`src/rtl/dio_pkg.sv`:
```
package dio_pkg;
  localparam int unsigned SYNC_DEPTH = 2;

  typedef struct packed {
    logic pd;
    logic pu;
    logic edge_clk;
    logic arm;
    logic val_alm;
    logic out_en;
  } dio_cfg_t;

  localparam int unsigned CFG_W = $bits(dio_cfg_t);
  localparam dio_cfg_t CFG_IDLE   = '0;
  localparam dio_cfg_t CFG_CLKOUT = '{pd: 1'b0, pu: 1'b0, edge_clk: 1'b1,
                                      arm: 1'b0, val_alm: 1'b0, out_en: 1'b1};
endpackage

```
`src/rtl/dio_sync.sv`:
```
module dio_sync
  import dio_pkg::*;
(
  input  logic clk,
  input  logic rst_n,
  input  logic d,
  output logic q
);
  logic [SYNC_DEPTH-1:0] stage_q;

  always_ff @(posedge clk or negedge rst_n) begin
    if (!rst_n) stage_q <= '0;
    else        stage_q <= {stage_q[SYNC_DEPTH-2:0], d};
  end

  assign q = stage_q[SYNC_DEPTH-1];

  logic [1:0] warm_q;
  always_ff @(posedge clk or negedge rst_n) begin
    if (!rst_n)             warm_q <= '0;
    else if (warm_q != 2'd3) warm_q <= warm_q + 2'd1;
  end

  // the synchronized level trails the pad by exactly two clocks
  a_r5_sync_delay: assert property (@(posedge clk) disable iff (!rst_n)
    (warm_q == 2'd3) |-> (q == $past(d, 2)));
endmodule

```
`src/rtl/dio_pin.sv`:
```
module dio_pin
  import dio_pkg::*;
#(
  parameter dio_cfg_t RST_CFG = CFG_IDLE
) (
  input  logic             clk,
  input  logic             rst_n,
  input  logic             pad_in,
  input  logic             feat_clk,
  input  logic             load,
  input  logic [CFG_W-1:0] wdata,
  output dio_cfg_t         cfg_o,
  output logic             pad_out,
  output logic             pad_oe,
  output logic             pull_up,
  output logic             pull_dn,
  output logic             status
);
  dio_cfg_t cfg_q;
  logic     lvl, prev_q, alarm_q, hit, alarm_mode;

  always_ff @(posedge clk or negedge rst_n) begin
    if (!rst_n)    cfg_q <= RST_CFG;
    else if (load) cfg_q <= dio_cfg_t'(wdata);
  end

  dio_sync u_sync (.clk(clk), .rst_n(rst_n), .d(pad_in), .q(lvl));

  assign hit        = cfg_q.edge_clk ? (lvl & ~prev_q) : (~lvl & prev_q);
  assign alarm_mode = ~cfg_q.out_en & cfg_q.val_alm;

  always_ff @(posedge clk or negedge rst_n) begin
    if (!rst_n) begin
      prev_q  <= 1'b0;
      alarm_q <= 1'b0;
    end else begin
      prev_q <= lvl;
      if (load)                                 alarm_q <= 1'b0;
      else if (alarm_mode && cfg_q.arm && hit)  alarm_q <= 1'b1;
    end
  end

  always_comb begin
    pad_oe  = cfg_q.out_en;
    pad_out = cfg_q.out_en & (cfg_q.edge_clk ? feat_clk : cfg_q.val_alm);
    pull_up = cfg_q.pu;
    pull_dn = cfg_q.pd & ~cfg_q.pu;
    status  = alarm_mode ? alarm_q : lvl;
  end

  assign cfg_o = cfg_q;

  a_r8_pull_exclusive: assert property (@(posedge clk) disable iff (!rst_n)
    !(pull_up && pull_dn));
  a_r2_hold_without_load: assert property (@(posedge clk) disable iff (!rst_n)
    !load |=> $stable(cfg_q));
  a_r7_load_clears_alarm: assert property (@(posedge clk) disable iff (!rst_n)
    load |=> !alarm_q);
  a_r6_alarm_needs_arm: assert property (@(posedge clk) disable iff (!rst_n)
    $rose(alarm_q) |-> (!cfg_q.out_en && cfg_q.val_alm && cfg_q.arm));
endmodule

```
`src/rtl/dio_quad.sv`:
```
module dio_quad
  import dio_pkg::*;
#(
  parameter int unsigned NUM_PINS = 4,
  parameter int unsigned CLK_PIN  = 3,
  localparam int unsigned SEL_W   = (NUM_PINS > 1) ? $clog2(NUM_PINS) : 1
) (
  input  logic                clk,
  input  logic                rst_n,
  input  logic [CFG_W-1:0]    cfg_wdata,
  input  logic [NUM_PINS-1:0] cfg_load,
  input  logic [SEL_W-1:0]    rd_pin,
  output logic [CFG_W-1:0]    rd_cfg,
  input  logic                feat_clk,
  input  logic [NUM_PINS-1:0] pad_in,
  output logic [NUM_PINS-1:0] pad_out,
  output logic [NUM_PINS-1:0] pad_oe,
  output logic [NUM_PINS-1:0] pull_up,
  output logic [NUM_PINS-1:0] pull_dn,
  output logic [NUM_PINS-1:0] status
);
  dio_cfg_t cfg_arr [NUM_PINS];

  for (genvar i = 0; i < NUM_PINS; i++) begin : g_pin
    localparam dio_cfg_t PIN_RST = (i == CLK_PIN) ? CFG_CLKOUT : CFG_IDLE;
    dio_pin #(.RST_CFG(PIN_RST)) u_pin (
      .clk     (clk),
      .rst_n   (rst_n),
      .pad_in  (pad_in[i]),
      .feat_clk(feat_clk),
      .load    (cfg_load[i]),
      .wdata   (cfg_wdata),
      .cfg_o   (cfg_arr[i]),
      .pad_out (pad_out[i]),
      .pad_oe  (pad_oe[i]),
      .pull_up (pull_up[i]),
      .pull_dn (pull_dn[i]),
      .status  (status[i])
    );
  end

  always_comb begin
    rd_cfg = '0;
    for (int k = 0; k < NUM_PINS; k++)
      if (rd_pin == SEL_W'(k)) rd_cfg = cfg_arr[k];
  end

  // output enable follows a loaded direction bit one clock later
  a_r3_dir_follows_load: assert property (@(posedge clk) disable iff (!rst_n)
    (cfg_load == NUM_PINS'(1)) |=> (pad_oe[0] == $past(cfg_wdata[0])));
endmodule

```
`config.mk`:
```
export PLATFORM = sky130hd
export DESIGN_NAME = dio_quad
export DESIGN_NICKNAME = d
export VERILOG_FILES = /design/src/rtl/dio_pkg.sv /design/src/rtl/dio_sync.sv /design/src/rtl/dio_pin.sv /design/src/rtl/dio_quad.sv
export SDC_FILE = /design/constraint.sdc
export NUM_CORES = 1
export LEC_CHECK = 0
export CORE_ASPECT_RATIO = 0.5
export CORE_UTILIZATION = 43
export CTS_CLUSTER_DIAMETER = 40
export DETAILED_ROUTE_END_ITERATION = 8
export DONT_BUFFER_PORTS = 1
export PLACE_DENSITY = 0.66
export SYNTH_ARGS = -nofsm -noshare
export SYNTH_HDL_FRONTEND = slang
export SYNTH_SLANG_ARGS = --single-unit
export TNS_END_PERCENT = 50
```
`constraint.sdc`:
```
create_clock -name clk -period 1.64 [get_ports clk]
set_input_delay 0.41 -clock clk [delete_from_list [all_inputs] [get_ports clk]]
set_output_delay 0.41 -clock clk [all_outputs]
set_load 0.05 [all_outputs]
```
==> flow_metrics.tcl, run 1 <==
set metrics [dict create \
    status "finished, violations left" \
    violations "negative setup slack" \
    clk_pin_slew_ps 80 \
    cp_max_fo 4 \
    synth-seq-area-share 0.535 \
    rows 16 \
    syn_area_per_cell_um2 13.1 \
    fin_ws_ps -149 \
    cts_root_buf "clkbuf_8" \
    drive_gt1_frac 0.491 \
    drv_cap 0 \
    slowest_stage "dfstp_2" \
    synth_nets 162 \
    synth_top_family_by_area "multiplexers" \
    synth-xor-area-share 0 \
    hold_depth 0 \
    rsz0062_at_grt "yes" \
    gr-total-overflow 0 \
    synthAdderAreaFrac 0 \
    r2r_end "g_pin[3].u_pin.alarm_q" \
    drtIter0Drc 63 \
    pwr-share-comb 0.269 \
    drc 0 \
    track_usage 0.177 \
    power_density_mw_per_mm2 1080 \
    finalCriticalPeriod_ps 1790 \
    cts_made_buffers 5 \
    finalSetupTns_ps -908 \
    syn_area_mm2 0.00188 \
    area_delta_synth_final_pct 16.9 \
    critPathMaxStageDelay_ps 580 \
    final_util 0.542 \
    p_sw_uw 745 \
    clkPwrFrac 0.254 \
    synth-simple-area-share 0.0774 \
    via_per_inst 5.04 \
    synth-edff-count 0 \
    setup_violations 14 \
    power_uw 2360 \
    worstSetupPathType "reg2out" \
    dp_hpwl_mm 2.55 \
    p_seq_frac 0.477 \
    drv_slew 0 \
    synth_cells 143 \
    ir_drop_v 0.000428 \
    hold_viol_final 0 \
    p_leak_uw 0.000985 \
    setup.worst_path.start "g_pin[3].u_pin.pad_oe" \
    htreeDepth 2 \
    synth-compound-area-share 0.0374 \
    synth_seq_cells 40 \
    grt_max_degree 41 \
    clock-sinks 40 \
    place.gp.congestion 0.749 \
    vias 1074 \
    die_y_um 48.7 \
    worst_hold_path_type "in2reg" \
    hold_start "pad_in[0]" \
    ys_warn_count 0 \
    grt_pass1_vias 1112 \
    skew_ps 7.12 \
    io_pins 45 \
    min_to "g_pin[0].u_pin.u_sync.stage_q[0]" \
    diodes 0 \
    cp.arrival_ps 1380 \
    cts_tree "done" \
    synth_mux_area_frac 0.237 \
    yosys_most_used_dff "dfrtp_1" \
    post-route-period-util 1.09 \
    start_util 0.464 \
    drt-wirelength-per-cell_um 16.9 \
    cts_max_path_buffers 2 \
    power_switching_share 0.315 \
    fillCellCount 321 \
    slew_headroom 0.794 \
    p_int_uw 1620 \
    start_kind "register" \
    grt_first_pass_wirelength_mm 5.78 \
    async_reset_ff_frac 1.00 \
    die-area_mm2 0.00465 \
    clkLatencyLatePin_ps 290 \
    antenna_left 0 \
    wl_mm 3.60 \
    rrSetupSlack_ps 480 \
    max_slew.worst_pin.slew_ps 310 \
    r2r-start "g_pin[3].u_pin.cfg_o[3]" \
    final_nets 178 \
    hold-worst-slack_ps 142 \
    worst_r2r_path_depth 4 \
    dr.pass1.iters 4 \
    path_cells "nor2b_4 -> mux2_4 -> buf_12" \
    required_ps 1230 \
    io_buffers 0 \
    synth.distinct_cells 17 \
    max_freq_mhz 559 \
    place_ws_ps 146 \
    antenna_found_initial 0 \
    fp.coreArea_mm2 0.00404 \
    die_x_um 95.4 \
    endpoint_kind "output port" \
]
[final cells by class]
class | instances | area (um^2) | share of cell area
Sequential cell | 40 | 1000 | 0.458
Timing Repair Buffer | 34 | 305 | 0.139
Inverter | 8 | 30.0 | 0.0137
Multi-Input combinational cell | 70 | 708 | 0.323
Tap cell | 54 | 67.6 | 0.0308
Clock buffer | 7 | 76.3 | 0.0348
[flip-flops by register name, summed over array words and instances, names as in the netlist]
register	cells
g_pin.u_pin.cfg_o	16
g_pin.u_pin.pull_up	4
g_pin.u_pin.u_sync.stage_q	8
g_pin.u_pin.prev_q	4
g_pin.u_pin.alarm_q	4
g_pin.u_pin.pad_oe	4
[stage by stage]
step | std cells | area, um^2
after floorplan | 143 | 1880
after global placement | 191 | 1920
after detailed placement | 191 | 1920
after CTS | 205 | 2090
after global routing | 213 | 2190
final | 213 | 2190
[worst max path at each step]
stage | to | slack [ps]
after floorplan | rd_cfg[0] | 50
after global placement | status[3] | 150
after detailed placement | status[3] | 150
after CTS | status[3] | -130
after global routing | status[3] | -190
final | status[3] | -150
[layout by cell type, fill, tap and decap left out, types with 5 or more instances in the layout]
cell and count:
mux4_2 6, inv_1 8, mux2_2 20, dfrtp_1 37, buf_4 25, buf_6 6, clkbuf_8 5
[power groups by stage]
| stage | Combinational [uW] | Sequential, uW | Clock (uW) |
|---|---|---|---|
| finish | 636 | 1130 | 601 |
| global route | 666 | 1140 | 677 |
| CTS | 592 | 1120 | 619 |
| detailed placement | 528 | 1150 | 0 |
| global placement | 522 | 1140 | 0 |
| floorplan | 505 | 1130 | 0 |
[critical path, delay by kind of cell, from the launching register on]
kind	cells	cell delay (ps)
mux	1	310
flops	1	580
simple gates	1	60
buf+inv	1	150
[synthesized netlist by cell type (2+ instances only)]
cell type	instances	area share
mux2i_1	4	0.021
nor2b_1	8	0.027
o211ai_1	4	0.016
nand2_1	4	0.0080
a21oi_1	4	0.011
mux4_2	6	0.072
buf_4	20	0.080
and3b_1	4	0.019
buf_2	4	0.011
o21ai_0	4	0.011
dfrtp_1	38	0.51
nor3b_1	4	0.016
dfstp_2	2	0.028
nor2_1	4	0.0080
inv_1	8	0.016
mux2_2	24	0.14
[cells by family after synthesis]
| logic type | Yosys count |
|---|---|
| flip-flops | 40 |
| multiplexers | 34 |
| buffers and inverters | 33 |
| AND/OR/NAND/NOR | 24 |
| AO/OA/AOI/OAI | 12 |
[timing repair]
item | 4_1_cts | 5_1_grt
cloned | 0 | 0
gates resized for setup | 9 | 12
hold buffers | 2 | 0
endpoints found under the hold margin | 40 | 0
setup endpoints to repair | 13 | 17
setup buffers | 5 | 8
[per-layer routing]
layer,share of wire,GRT usage,vias up,wire [um]
li1,-,-,502,-
met1,0.46,0.243,534,1660
met2,0.46,0.248,28,1640
met3,0.059,0.0629,10,212
met4,0.024,0.0896,0,85
met5,0,0,-,0
(Power assumes the default switching activity.)
==> run 2, diff against run 1 <==
Settings changed: SYNTH_HIERARCHICAL set to 1.
==> run 2 against run 1 <==
The flow still finishes with violations (negative setup slack). Register-to-register slack lost 20 ps. Highest routed layer unchanged. Global-route usage grew 0.69 points. Non-clock buffer count grew 1. Utilization grew 5.0 points.
==> flow_metrics.tcl, run 2 <==
set metrics [dict create \
    status "finished, violations left" \
    violations "negative setup slack" \
    r2r-start "g_pin[3].u_pin/cfg_o[3]" \
    ir_drop_v 0.000441 \
    crit_buf_inv 0 \
    crit_family "multiplexers" \
    rows 16 \
    power_density_mw_per_mm2 1060 \
    endpoint_kind "output port" \
    dpl_cell_area_mm2 0.00205 \
    layout_commonest_cell "dfrtp_1" \
    dr.pass1.iters 4 \
    syn_area_per_cell_um2 13.2 \
    drv_slew 0 \
    largest_reg_flops 16 \
    hold_start "pad_in[1]" \
    synth.most_common_cell "dfrtp_1" \
    grt_pass1_vias 1149 \
    start_kind "register" \
    antenna_left 0 \
    track_usage 0.184 \
    drt-wirelength-per-cell_um 17.6 \
    io_buffers 0 \
    p_sw_uw 805 \
    drc 0 \
    rsz0062_at_grt "yes" \
    clock-sinks 40 \
    cp.arrival_ps 1360 \
    clk_pin_slew_ps 80 \
    hold-worst-slack_ps 140 \
    required_ps 1230 \
    synth_nets 154 \
    async_reset_ff_frac 1.00 \
    synth-edff-count 0 \
    place.gp.congestion 0.691 \
    fp.coreArea_mm2 0.00394 \
    path_cells "mux4_2" \
    power_switching_share 0.326 \
    die_y_um 47.5 \
    fin_ws_ps -129 \
    setup_violations 13 \
    via_per_inst 5.34 \
    cts_max_path_buffers 2 \
    dp_hpwl_mm 2.56 \
    syn_area_mm2 0.00178 \
    area_delta_synth_final_pct 31.2 \
    start_util 0.451 \
    slowest_stage "mux4_2" \
    yosysTopAreaCell "dfrtp_1" \
    vias 1169 \
    yosys_most_used_dff "dfrtp_1" \
    worst_hold_path_type "in2reg" \
    skew_ps 3.84 \
    io_pins 45 \
    worstSetupPathType "reg2out" \
    worst_r2r_path_depth 4 \
    die-area_mm2 0.00442 \
    rrSetupSlack_ps 460 \
    synth_cells 135 \
    post-route-period-util 1.08 \
    cts_root_buf "clkbuf_8" \
    drv_cap 0 \
    ys_warn_count 6 \
    slew_headroom 0.807 \
    synth-seq-area-share 0.564 \
    htreeDepth 2 \
    max_slew.worst_pin.slew_ps 291 \
    synthTopCellsByCount "38 x dfrtp_1, 20 x mux2_2" \
    p_leak_uw 0.00100 \
    p_int_uw 1670 \
    min_to "g_pin[1].u_pin/u_sync/stage_q[0]" \
    cts_made_buffers 5 \
    grt_max_degree 41 \
    final_nets 183 \
    r2r_end "g_pin[3].u_pin/alarm_q" \
    critPathMaxStageDelay_ps 640 \
    synth_seq_cells 40 \
    final_cell_mix "35 x dfrtp_1, 21 x buf_4, 20 x mux2_2, 8 x inv_1, 8 x buf_12" \
    hold_viol_final 0 \
    wl_mm 3.85 \
    antenna_found_initial 0 \
    die_x_um 93 \
    cp_max_fo 4 \
    clkPwrFrac 0.254 \
    max_freq_mhz 565 \
    netlist.area_leader.share 0.534 \
    hold_depth 0 \
    grt_first_pass_wirelength_mm 5.69 \
    pwr-share-comb 0.290 \
    diodes 0 \
    cts_tree "done" \
    power_uw 2470 \
    synth.distinct_cells 18 \
    p_seq_frac 0.455 \
    gr-total-overflow 0 \
    clkLatencyLatePin_ps 290 \
    drtIter0Drc 32 \
    finalCriticalPeriod_ps 1770 \
    fin_area_mm2 0.00234 \
    synthTopCellsByArea "dfrtp_1 53%, mux2_2 13%, mux4_2 7.6%, buf_4 3.4%, dfstp_2 3.0%" \
    drive_gt1_frac 0.545 \
]
[run 2: final cells by class]
type / count / area, um^2
Timing Repair Buffer: 35 / 384
Multi-Input combinational cell: 74 / 766
Inverter: 8 / 30.0
Sequential cell: 40 / 1010
Clock buffer: 7 / 76.3
Fill cell: 305 / 1610
Clock inverter: 1 / 5.00
Tap cell: 54 / 67.6
[run 2: repair_timing]
action / in CTS / in global routing
setup buffers: 10 / 3
hold endpoints to repair: 40 / 0
setup endpoints to repair: 13 / 18
hold buffers: 2 / 0
pin swaps: 0 / 1
resized for setup: 7 / 11
gates cloned: 0 / 0
[run 2: stage by stage]
stage | setup TNS, ps | instances | worst slack (ps) | utilization
2_1_floorplan | -574 | 135 | -148 | -
3_3_place_gp | 0 | 196 | 169 | 0.519
3_5_place_dp | 0 | 196 | 159 | 0.519
4_1_cts | -1130 | 216 | -125 | 0.574
5_1_grt | -1540 | 219 | -151 | 0.592
6_report | -1100 | 219 | -129 | 0.592
[run 2: worst max-delay path by stage]
stage                       endpoint                     from  cells after the start  slack [ps]
after floorplan            rd_cfg[4]   g_pin[0].u_pin/pull_up                      2        -150
after global placement    pad_out[3]  g_pin[3].u_pin/cfg_o[3]                      3         170
after detailed placement  pad_out[3]  g_pin[3].u_pin/cfg_o[3]                      3         160
after CTS                  rd_cfg[0]    g_pin[1].u_pin/pad_oe                      1        -130
after global routing       rd_cfg[0]    g_pin[1].u_pin/pad_oe                      1        -150
final                      rd_cfg[1]  g_pin[1].u_pin/cfg_o[1]                      1        -130
[run 2: cell families after synthesis]
kind of cell           count (synthesis)  synth area share
AO/OA/AOI/OAI                         16            0.0534
buffers and inverters                 21            0.0682
flip-flops                            40             0.564
multiplexers                          30             0.225
AND/OR/NAND/NOR                       28            0.0899
[run 2: routing by layer]
| metal | global-route usage | share of wire | vias up |
|---|---|---|---|
| met2 | 0.300 | 0.48 | 40 |
| met3 | 0.0683 | 0.062 | 8 |
| met5 | 0 | 0 | - |
| met4 | 0.0738 | 0.014 | 0 |
| met1 | 0.232 | 0.44 | 599 |
| li1 | - | - | 522 |
[run 2: power groups by stage]
stage | clock network [uW] | registers (uW) | logic (uW)
final | 628 | 1130 | 718
after global routing | 677 | 1130 | 751
after CTS | 644 | 1120 | 685
after detailed placement | 0 | 1160 | 587
after global placement | 0 | 1150 | 581
after floorplan | 0 | 1200 | 409
==> run 3, diff against run 2 <==
Settings changed: GPL_TIMING_DRIVEN set to 0.
==> run 3 against run 2 <==
Register-to-register slack better by 60 ps. Clock skew hardly changed. Largest cell class unchanged. First-iteration DRC count is 28% higher. The flow still finishes with violations (negative setup slack). Routed wire length is 7.7% lower. Highest routed layer unchanged.
==> flow_metrics.tcl, run 3 (synthesis results as in run 2) <==
set metrics [dict create \
    hold_depth 0 \
    antenna_found_initial 0 \
    min_to "g_pin[1].u_pin/u_sync/stage_q[0]" \
    grt_max_degree 41 \
    ir_drop_v 0.000522 \
    die-area_mm2 0.00442 \
    dr.pass1.iters 4 \
    vias 1062 \
    die_x_um 93 \
    required_ps 1230 \
    dp_cells 189 \
    status "finished, violations left" \
    cts_root_buf "clkbuf_8" \
    start_kind "register" \
    clock-sinks 40 \
    max_slew.worst_pin.slew_ps 925 \
    hold_viol_final 0 \
    drv_slew 0 \
    slew_headroom 0.382 \
    largest_reg_flops 16 \
    layout_commonest_cell "dfrtp_1" \
    violations "negative setup slack" \
    power_density_mw_per_mm2 1120 \
    fin_ws_ps -387 \
    diodes 0 \
    clkLatencyLatePin_ps 290 \
    drive_gt1_frac 0.517 \
    htreeDepth 2 \
    cts_setup_buffers 0 \
    final_cell_mix "28 x dfrtp_1, 20 x mux2_2, 10 x dfrtp_2, 7 x buf_6, 7 x nand2_1" \
    dpl_cell_area_mm2 0.00190 \
    fin_cells 199 \
    place.gp.congestion 0.697 \
    hold-worst-slack_ps 146 \
    worst_hold_path_type "in2reg" \
    r2r_end "g_pin[3].u_pin/alarm_q" \
    final_util 0.537 \
    drt-wirelength-per-cell_um 17.8 \
    setup_violations 18 \
    antenna_left 0 \
    via_per_inst 5.34 \
    drc 0 \
    rrSetupSlack_ps 520 \
    drtIter0Drc 41 \
    io_buffers 0 \
    die_y_um 47.5 \
    start_util 0.451 \
    grt_pass1_vias 1015 \
    cp_max_fo 4 \
    worst_r2r_path_depth 3 \
    clk_pin_slew_ps 70 \
    cts_tree "done" \
    wl_mm 3.55 \
    gr-total-overflow 0 \
    p_leak_uw 0.000882 \
    r2r-start "g_pin[3].u_pin/pad_oe" \
    power_uw 2380 \
    cts_max_path_buffers 2 \
    rows 16 \
    io_pins 45 \
    max_freq_mhz 493 \
    track_usage 0.166 \
    cts_made_buffers 5 \
    endpoint_kind "output port" \
    drv_cap 0 \
    post-route-period-util 1.24 \
    hold_start "pad_in[1]" \
    cp.arrival_ps 1620 \
    finalCriticalPeriod_ps 2030 \
    rsz0062_at_grt "yes" \
    area_delta_synth_final_pct 19.0 \
    dp_hpwl_mm 2.50 \
    skew_ps 3.85 \
    fp.coreArea_mm2 0.00394 \
    grt_first_pass_wirelength_mm 5.13 \
    worstSetupPathType "reg2out" \
    final_nets 163 \
    fin_area_mm2 0.00212 \
]
run 3: cell count changes in the layout (fill, tap and decap cells not counted), moves of 3 or more:
cell | previous run | this run
dfrtp_2 | 3 | 10
dfrtp_1 | 35 | 28
mux2i_1 | 1 | 4
buf_4 | 21 | 2
buf_12 | 8 | 1
nand2_2 | 3 | 0
buf_2 | 0 | 4
run 3: how the worst max path moves through the flow:
stage	endpoint	slack (ps)	start	cells after the start
global placement	rd_cfg[0]	-190	g_pin[0].u_pin/pad_oe	2
global route	rd_cfg[4]	-410	g_pin[2].u_pin/pull_up	2
finish	rd_cfg[0]	-390	g_pin[3].u_pin/pad_oe	2
detailed placement	rd_cfg[0]	-190	g_pin[0].u_pin/pad_oe	2
floorplan	rd_cfg[4]	-150	g_pin[0].u_pin/pull_up	2
CTS	rd_cfg[4]	-390	g_pin[3].u_pin/pull_up	2
run 3: area by class of cell:
cell class,count,area [um^2]
clock buffer,8,90.1
buffer,13,114
timing repair buffer,2,30.0
sequential,40,1020
fill,342,1820
multi-input combinational,74,768
inverter,8,30.0
tap,54,67.6
run 3: what timing repair did:
action                     4_1_cts  5_1_grt
hold endpoints to repair        40        0
gates cloned                     0        0
hold buffers                     2        0
setup endpoints to repair       18       18
resized for setup               17       11
pin swaps                        5        4
run 3: power by group:
group	switching, uW	internal, uW
sequential	156	1070
clock	311	343
combinational	315	183
run 3: stage by stage:
step / TNS [ps] / setup WS (ps)
2_1_floorplan: -574 / -148
3_3_place_gp: -828 / -188
3_5_place_dp: -836 / -187
4_1_cts: -3700 / -390
5_1_grt: -3510 / -412
6_report: -2850 / -387
run 3: critical path, stage by stage (launching register included):
cell and delay (ps):
dfstp_4 550, buf_4 150, mux4_2 630
run 3: per-layer routing:
layer / wire length (um) / vias to the layer above / global-route usage
li1: - / 485 / -
met1: 1640 / 546 / 0.211
met2: 1680 / 26 / 0.269
met3: 202 / 5 / 0.0587
met4: 29 / 0 / 0.0738
met5: 0 / - / 0
